--- src/rtl/fsyn_pkg.sv ---
`timescale 1ns/1ps
package fsyn_pkg;
  // write address decode
  localparam logic ADR_CTRL  = 1'b0;
  localparam logic ADR_PARAM = 1'b1;
  // control word bit positions
  localparam int CB_LOAD  = 0;
  localparam int CB_AWAKE = 1;
  localparam int CB_HOLD  = 2;

  typedef struct packed {
    logic hold;
    logic awake;
    logic load;
  } ctl_t;
endpackage

--- src/rtl/fsyn_regs.sv ---
`timescale 1ns/1ps
module fsyn_regs
  import fsyn_pkg::*;
#(
  parameter int MD_W = 5,
  parameter int PE_W = 15,
  parameter int SD_W = 4,
  localparam int PW  = MD_W + PE_W + SD_W + 1
) (
  input  logic            clk,
  input  logic            rst,
  input  logic            wr_en,
  input  logic            wr_addr,
  input  logic [PW-1:0]   wr_data,
  output logic            hold_o,
  output logic            awake_o,
  output logic            ld_pulse_o,
  output logic [MD_W-1:0] md_o,
  output logic [PE_W-1:0] pe_o,
  output logic [SD_W-1:0] sd_o,
  output logic            byp_o
);
  ctl_t ctl_q;
  logic ctl_wr;
  logic par_wr;

  assign ctl_wr = wr_en && (wr_addr == ADR_CTRL);
  assign par_wr = wr_en && (wr_addr == ADR_PARAM);

  always_ff @(posedge clk) begin
    if (rst) begin
      ctl_q      <= '{hold: 1'b1, awake: 1'b0, load: 1'b0};
      ld_pulse_o <= 1'b0;
      md_o       <= '0;
      pe_o       <= '0;
      sd_o       <= '0;
      byp_o      <= 1'b0;
    end else begin
      // a load request exists only on a 0 -> 1 change of the load bit
      ld_pulse_o <= ctl_wr && wr_data[CB_LOAD] && !ctl_q.load;
      if (ctl_wr) begin
        ctl_q.load  <= wr_data[CB_LOAD];
        ctl_q.awake <= wr_data[CB_AWAKE];
        ctl_q.hold  <= wr_data[CB_HOLD];
      end
      if (par_wr) begin
        md_o  <= wr_data[0 +: MD_W];
        pe_o  <= wr_data[MD_W +: PE_W];
        sd_o  <= wr_data[MD_W + PE_W +: SD_W];
        byp_o <= wr_data[PW-1];
      end
    end
  end

  assign hold_o  = ctl_q.hold;
  assign awake_o = ctl_q.awake;
endmodule

--- src/rtl/fsyn_active_stage.sv ---
`timescale 1ns/1ps
module fsyn_active_stage #(
  parameter int MD_W = 5,
  parameter int PE_W = 15,
  parameter int SD_W = 4,
  localparam int PW  = MD_W + PE_W + SD_W + 1
) (
  input  logic            clk,
  input  logic            rst,
  input  logic            ld_pulse,
  input  logic [MD_W-1:0] md_s,
  input  logic [PE_W-1:0] pe_s,
  input  logic [SD_W-1:0] sd_s,
  input  logic            byp_s,
  input  logic            idle,
  input  logic            period_end,
  output logic            apply_o,
  output logic [MD_W-1:0] md_a,
  output logic [PE_W-1:0] pe_a,
  output logic [SD_W-1:0] sd_a,
  output logic            byp_a
);
  logic [PW-1:0] shadow_w;
  logic [PW-1:0] pbuf_q;
  logic [PW-1:0] act_q;
  logic          pend_q;

  assign shadow_w = {byp_s, sd_s, pe_s, md_s};
  // switch only when nothing runs or when the running period just ended
  assign apply_o  = pend_q && (idle || period_end);

  always_ff @(posedge clk) begin
    if (rst) begin
      pend_q <= 1'b0;
      pbuf_q <= '0;
      act_q  <= '0;
    end else begin
      if (ld_pulse) begin
        pend_q <= 1'b1;
        pbuf_q <= shadow_w;
      end else if (apply_o) begin
        pend_q <= 1'b0;
      end
      if (apply_o) act_q <= pbuf_q;
    end
  end

  assign {byp_a, sd_a, pe_a, md_a} = act_q;
endmodule

--- src/rtl/fsyn_phase_acc.sv ---
`timescale 1ns/1ps
module fsyn_phase_acc #(
  parameter int MD_W  = 5,
  parameter int PE_W  = 15,
  localparam int ACC_W = MD_W + PE_W + 2
) (
  input  logic             clk,
  input  logic             rst,
  input  logic             run,
  input  logic             clear,
  input  logic [MD_W-1:0]  md,
  input  logic [PE_W-1:0]  pe,
  output logic             wrap_o,
  output logic [ACC_W-1:0] acc_o,
  output logic [ACC_W-1:0] mod_o
);
  localparam logic [ACC_W-1:0] STEP = ACC_W'(1) << (MD_W + PE_W);

  logic [ACC_W-1:0] acc_q;
  logic [ACC_W-1:0] sum_w;
  logic [ACC_W-1:0] coarse_w;

  // modulus = (2^MD_W + md) * 2^PE_W + pe
  assign coarse_w = {{(PE_W + 1){1'b0}}, 1'b1, md};
  assign mod_o    = (coarse_w << PE_W) + {{(MD_W + 2){1'b0}}, pe};
  assign sum_w    = acc_q + STEP;
  assign wrap_o   = run && (sum_w >= mod_o);

  always_ff @(posedge clk) begin
    if (rst || clear) begin
      acc_q <= '0;
    end else if (run) begin
      acc_q <= wrap_o ? (sum_w - mod_o) : sum_w;
    end
  end

  assign acc_o = acc_q;
endmodule

--- src/rtl/fsyn_post_div.sv ---
`timescale 1ns/1ps
module fsyn_post_div #(
  parameter int SD_W     = 4,
  parameter bit HAS_DIV3 = 1'b1,
  localparam int CNT_W   = (1 << SD_W) + 2
) (
  input  logic            clk,
  input  logic            rst,
  input  logic            clear,
  input  logic            step,
  input  logic [SD_W-1:0] sdiv,
  input  logic            byp,
  output logic            last_o
);
  logic [CNT_W-1:0] cnt_q;
  logic [CNT_W-1:0] mult_w;
  logic [CNT_W-1:0] len_w;

  generate
    if (HAS_DIV3) begin : g_div3
      // select bit low means divide by 3
      assign mult_w = byp ? CNT_W'(1) : CNT_W'(3);
    end else begin : g_nodiv3
      assign mult_w = CNT_W'(1);
    end
  endgenerate

  assign len_w  = mult_w << sdiv;
  assign last_o = step && (cnt_q == len_w - CNT_W'(1));

  always_ff @(posedge clk) begin
    if (rst || clear) begin
      cnt_q <= '0;
    end else if (step) begin
      cnt_q <= last_o ? '0 : cnt_q + CNT_W'(1);
    end
  end
endmodule

--- src/rtl/fsyn_channel.sv ---
`timescale 1ns/1ps
module fsyn_channel #(
  parameter int MD_W     = 5,
  parameter int PE_W     = 15,
  parameter int SD_W     = 4,
  parameter bit HAS_DIV3 = 1'b1
) (
  input  logic                       clk,
  input  logic                       rst,
  input  logic                       wr_en,
  input  logic                       wr_addr,
  input  logic [MD_W+PE_W+SD_W:0]    wr_data,
  output logic                       tick_o,
  output logic                       unprog_o
);
  localparam int ACC_W = MD_W + PE_W + 2;
  localparam int ACT_W = MD_W + PE_W + SD_W + 1;

  logic            hold_w, awake_w, ld_w;
  logic [MD_W-1:0] md_s, md_a;
  logic [PE_W-1:0] pe_s, pe_a;
  logic [SD_W-1:0] sd_s, sd_a;
  logic            byp_s, byp_a;
  logic            run_w, apply_w, wrap_w, last_w, clr_w;
  logic [ACC_W-1:0] acc_w, mod_w;
  logic            tick_q;

  fsyn_regs #(.MD_W(MD_W), .PE_W(PE_W), .SD_W(SD_W)) u_regs (
    .clk(clk), .rst(rst), .wr_en(wr_en), .wr_addr(wr_addr), .wr_data(wr_data),
    .hold_o(hold_w), .awake_o(awake_w), .ld_pulse_o(ld_w),
    .md_o(md_s), .pe_o(pe_s), .sd_o(sd_s), .byp_o(byp_s)
  );

  fsyn_active_stage #(.MD_W(MD_W), .PE_W(PE_W), .SD_W(SD_W)) u_stage (
    .clk(clk), .rst(rst), .ld_pulse(ld_w),
    .md_s(md_s), .pe_s(pe_s), .sd_s(sd_s), .byp_s(byp_s),
    .idle(!run_w), .period_end(last_w), .apply_o(apply_w),
    .md_a(md_a), .pe_a(pe_a), .sd_a(sd_a), .byp_a(byp_a)
  );

  assign unprog_o = (md_a == '0) && (pe_a == '0) && (sd_a == '0);
  assign run_w    = awake_w && !hold_w && !unprog_o;
  assign clr_w    = hold_w || apply_w;

  fsyn_phase_acc #(.MD_W(MD_W), .PE_W(PE_W)) u_acc (
    .clk(clk), .rst(rst), .run(run_w), .clear(clr_w),
    .md(md_a), .pe(pe_a), .wrap_o(wrap_w), .acc_o(acc_w), .mod_o(mod_w)
  );

  fsyn_post_div #(.SD_W(SD_W), .HAS_DIV3(HAS_DIV3)) u_div (
    .clk(clk), .rst(rst), .clear(clr_w), .step(wrap_w),
    .sdiv(sd_a), .byp(byp_a), .last_o(last_w)
  );

  always_ff @(posedge clk) begin
    if (rst) tick_q <= 1'b0;
    else     tick_q <= last_w;
  end

  assign tick_o = tick_q;
endmodule

--- config.mk ---
export PLATFORM = sky130hd
export DESIGN_NAME = fsyn_channel
export DESIGN_NICKNAME = d
export VERILOG_FILES = /design/src/rtl/fsyn_pkg.sv /design/src/rtl/fsyn_regs.sv /design/src/rtl/fsyn_active_stage.sv /design/src/rtl/fsyn_phase_acc.sv /design/src/rtl/fsyn_post_div.sv /design/src/rtl/fsyn_channel.sv
export SDC_FILE = /design/constraint.sdc
export NUM_CORES = 1
export LEC_CHECK = 0
export ABC_CLOCK_PERIOD_IN_PS = 7450
export BUFFER_PORTS_ARGS = -buffer_cell sky130_fd_sc_hd__clkbuf_2
export CAP_MARGIN = 20
export CORE_UTILIZATION = 50
export CTS_CLUSTER_DIAMETER = 200
export DETAILED_ROUTE_END_ITERATION = 10
export HOLD_SLACK_MARGIN = 0.1
export PLACE_DENSITY = 0.66
export SYNTH_ARGS = -nofsm -noshare
export SYNTH_HDL_FRONTEND = slang
export SYNTH_HIERARCHICAL = 1
export SYNTH_SLANG_ARGS = --single-unit
export TNS_END_PERCENT = 30
--- constraint.sdc ---
create_clock -name clk -period 7.45 [get_ports clk]
set_input_delay 0.3725 -clock clk [delete_from_list [all_inputs] [get_ports clk]]
set_output_delay 0.3725 -clock clk [all_outputs]
set_load 0.03 [all_outputs]
==> flow_metrics.py <==
metrics = {
    "worst_setup_path": {
        "cp-end-kind": "register",
        "critPathArrivalTime_ns": 5.36,
        "cp_max_fo": 23,
        "slowest_stage": "o21ai_4",
        "path_delay_family": "compound AO/OA/AOI/OAI gates",
        "cp.required_ns": 7.80,
        "crit_top_cell": "nor2_1",
        "crit_path_cell_trace": "ha_1, inv_1, fa_1, a211oi_2, nor2_1, a21oi_1, o211ai_2, o21ai_4, inv_2, nor2b_1, o21ai_0, a2111oi_2, nand2_1, nor2_1, and4_1, o21a_1, or2_2, nor2_1, nand2_1, o21ai_1",
        "crit_type": "reg2reg",
        "setup.worst_path.start_class": "register",
        "worst-path-buf-inv": 2,
        "slowest_delay_ns": 0.55,
    },
    "sta": {
        "worst_slew_pin_slew_ns": 0.929,
        "layout_setup_ws_ns": 2.44,
        "setup_tns_ns": 0,
        "period_needed_ns": 5.01,
        "slew_violations": 0,
        "slew_headroom_pct": 38.1,
        "fin_skew_ns": 0.00845,
        "hold_violations": 0,
        "max_freq_mhz": 200,
        "post-route-period-util_pct": 67.2,
        "setup_viol": 0,
        "rsz0062_at_grt": "false",
    },
    "layout": {
        "multi_input_area_sq_um": 4240,
        "diodes": 0,
        "layout-drive-gt1-share_pct": 13.0,
        "nets": 864,
        "stdcell_count": 1004,
        "syn_to_final_growth_pct": 9.28,
        "seq_area_sq_um": 2420,
        "final_util_pct": 56.2,
        "nFillCells": 1259,
    },
    "clock_tree": {
        "cts_tree": "yes",
        "cts_resized": 0,
        "cts_buffer_depth": 2,
        "htree_levels": 4,
        "clock_sinks": 121,
        "cts_root_buf": "clkbuf_16",
        "insertion_delay_ns": 0.42,
        "clk_pin_slew_ns": 0.06,
        "numCtsBuffers": 17,
        "ctsHoldBuffers": 0,
        "post-cts-setup-buffer-count": 0,
    },
    "logic_synthesis": {
        "synthCells": 809,
        "ys_warn_count": 6,
        "syn_area_sq_um": 7130,
        "synth.avg_cell_area_sq_um": 8.82,
        "synth_nets": 862,
    },
    "global_route": {
        "track_usage_pct": 22.9,
        "globalRoute.totalOverflow": 0,
        "grt_max_degree": 70,
        "antenna_found_initial": 0,
        "grt_pass1_wl_um": 26800,
        "grt_pass1_vias": 5487,
    },
    "power_and_ir_drop": {
        "fin_total_pwr_mw": 1.52,
        "power-per-cell-area_nw_per_um2": 195,
        "leakage_nw": 2.81,
        "vdd_drop_max_mv": 0.145,
    },
    "drt": {
        "ant_nets": 0,
        "first_iter_violations": 528,
        "num_vias": 5739,
        "drc_errors": 0,
        "avgRoutedWirePerCell_um": 15.7,
        "wl_um": 15700,
        "avgViaCountPerCell": 5.72,
        "dr.pass1.iters": 5,
    },
    "floorplan": {
        "die_h_um": 121,
        "die_width_um": 121,
        "core_sq_um": 13900,
        "core.rowCount": 43,
        "ioPinCount": 31,
        "dieArea_sq_um": 14700,
        "start_util_pct": 51.4,
    },
    "place": {
        "gp_congestion": 0.913,
        "dp.cells": 972,
        "port-buffer-count": 30,
        "place_hpwl_um": 10800,
        "post-place-ws_ns": 2.57,
    },
    "outcome": {
        "outcome": "finished, final reports clean",
    },
    "worst_hold_path": {
        "hp-class": "in2reg",
    },
    "flow_run": {
        "max_cap_viol_count": 0,
    },
}
worst min-delay path, delay by kind of cell:
kind,cells,cell delay [ns]
buffers and inverters,1,0.08
AND/OR/NAND/NOR,1,0.05
AO/OA/AOI/OAI,1,0.05
flip-flops by register name, summed over array words and instances (netlist names), 4 cells and up:
name and cells:
u_regs/sd_o 4, u_regs/md_o 5, u_regs/pe_o 15, u_stage/act_q 25, u_div/cnt_q 18, u_stage/pbuf_q 25, u_acc/acc_o 22
metal layers:
metal | vias up | GRT usage, % | routed length, um
met5 | - | 0 | 0
met4 | 0 | 7.72 | 136
met3 | 9 | 4.89 | 669
met2 | 122 | 35.0 | 6990
met1 | 2716 | 31.7 | 7950
li1 | 2892 | - | -
power breakdown:
group | internal [mW] | switching, mW
clock network | 0.501 | 0.303
logic | 0.0248 | 0.0306
registers | 0.656 | 0.00481
layout by cell type, fill, tap and decap left out, types with 17 or more instances in the layout:
cell type and instances:
inv_1 36, a21oi_1 39, ha_1 23, clkbuf_2 29
dfxtp_1 121, o21ai_0 22, a211oi_1 20, nand3_1 37
mux2i_1 60, xor2_1 19, clkbuf_16 17, nand2_1 28
a21bo_1 20, nor2_1 70, nand2b_1 62
cell type report:
type                    instances  share of cell area, %
clock buffers                  18                   5.63
clock inverters                14                   1.91
inverters                      37                   1.78
multi-input cells             600                   54.4
flip-flops and latches        121                   31.1
well taps                     180                   2.89
repair buffers                 34                   2.31
path summary, 6_finish.rpt:
check / from / end / slack [ns] / cells past startpoint
max: u_stage/act_q[5] / u_acc/acc_o[16] / 2.44 / 20
min: wr_data[16] / u_regs/pe_o[11] / 0.18 / 3
max reg2reg: u_stage/act_q[5] / u_acc/acc_o[16] / 2.44 / 20
min reg2reg: u_regs/ctl_q[0] / u_regs/ld_pulse_o / 0.44 / 1
through the flow:
stage | instance area (sq um) | hold WS (ns)
2_1_floorplan | 7130 | 0.401
3_3_place_gp | 7210 | 0.409
3_5_place_dp | 7210 | 0.422
4_1_cts | 7790 | 0.168
5_1_grt | 7790 | 0.164
6_report | 7790 | 0.181
Note: power is estimated with default switching activity, not from simulation.
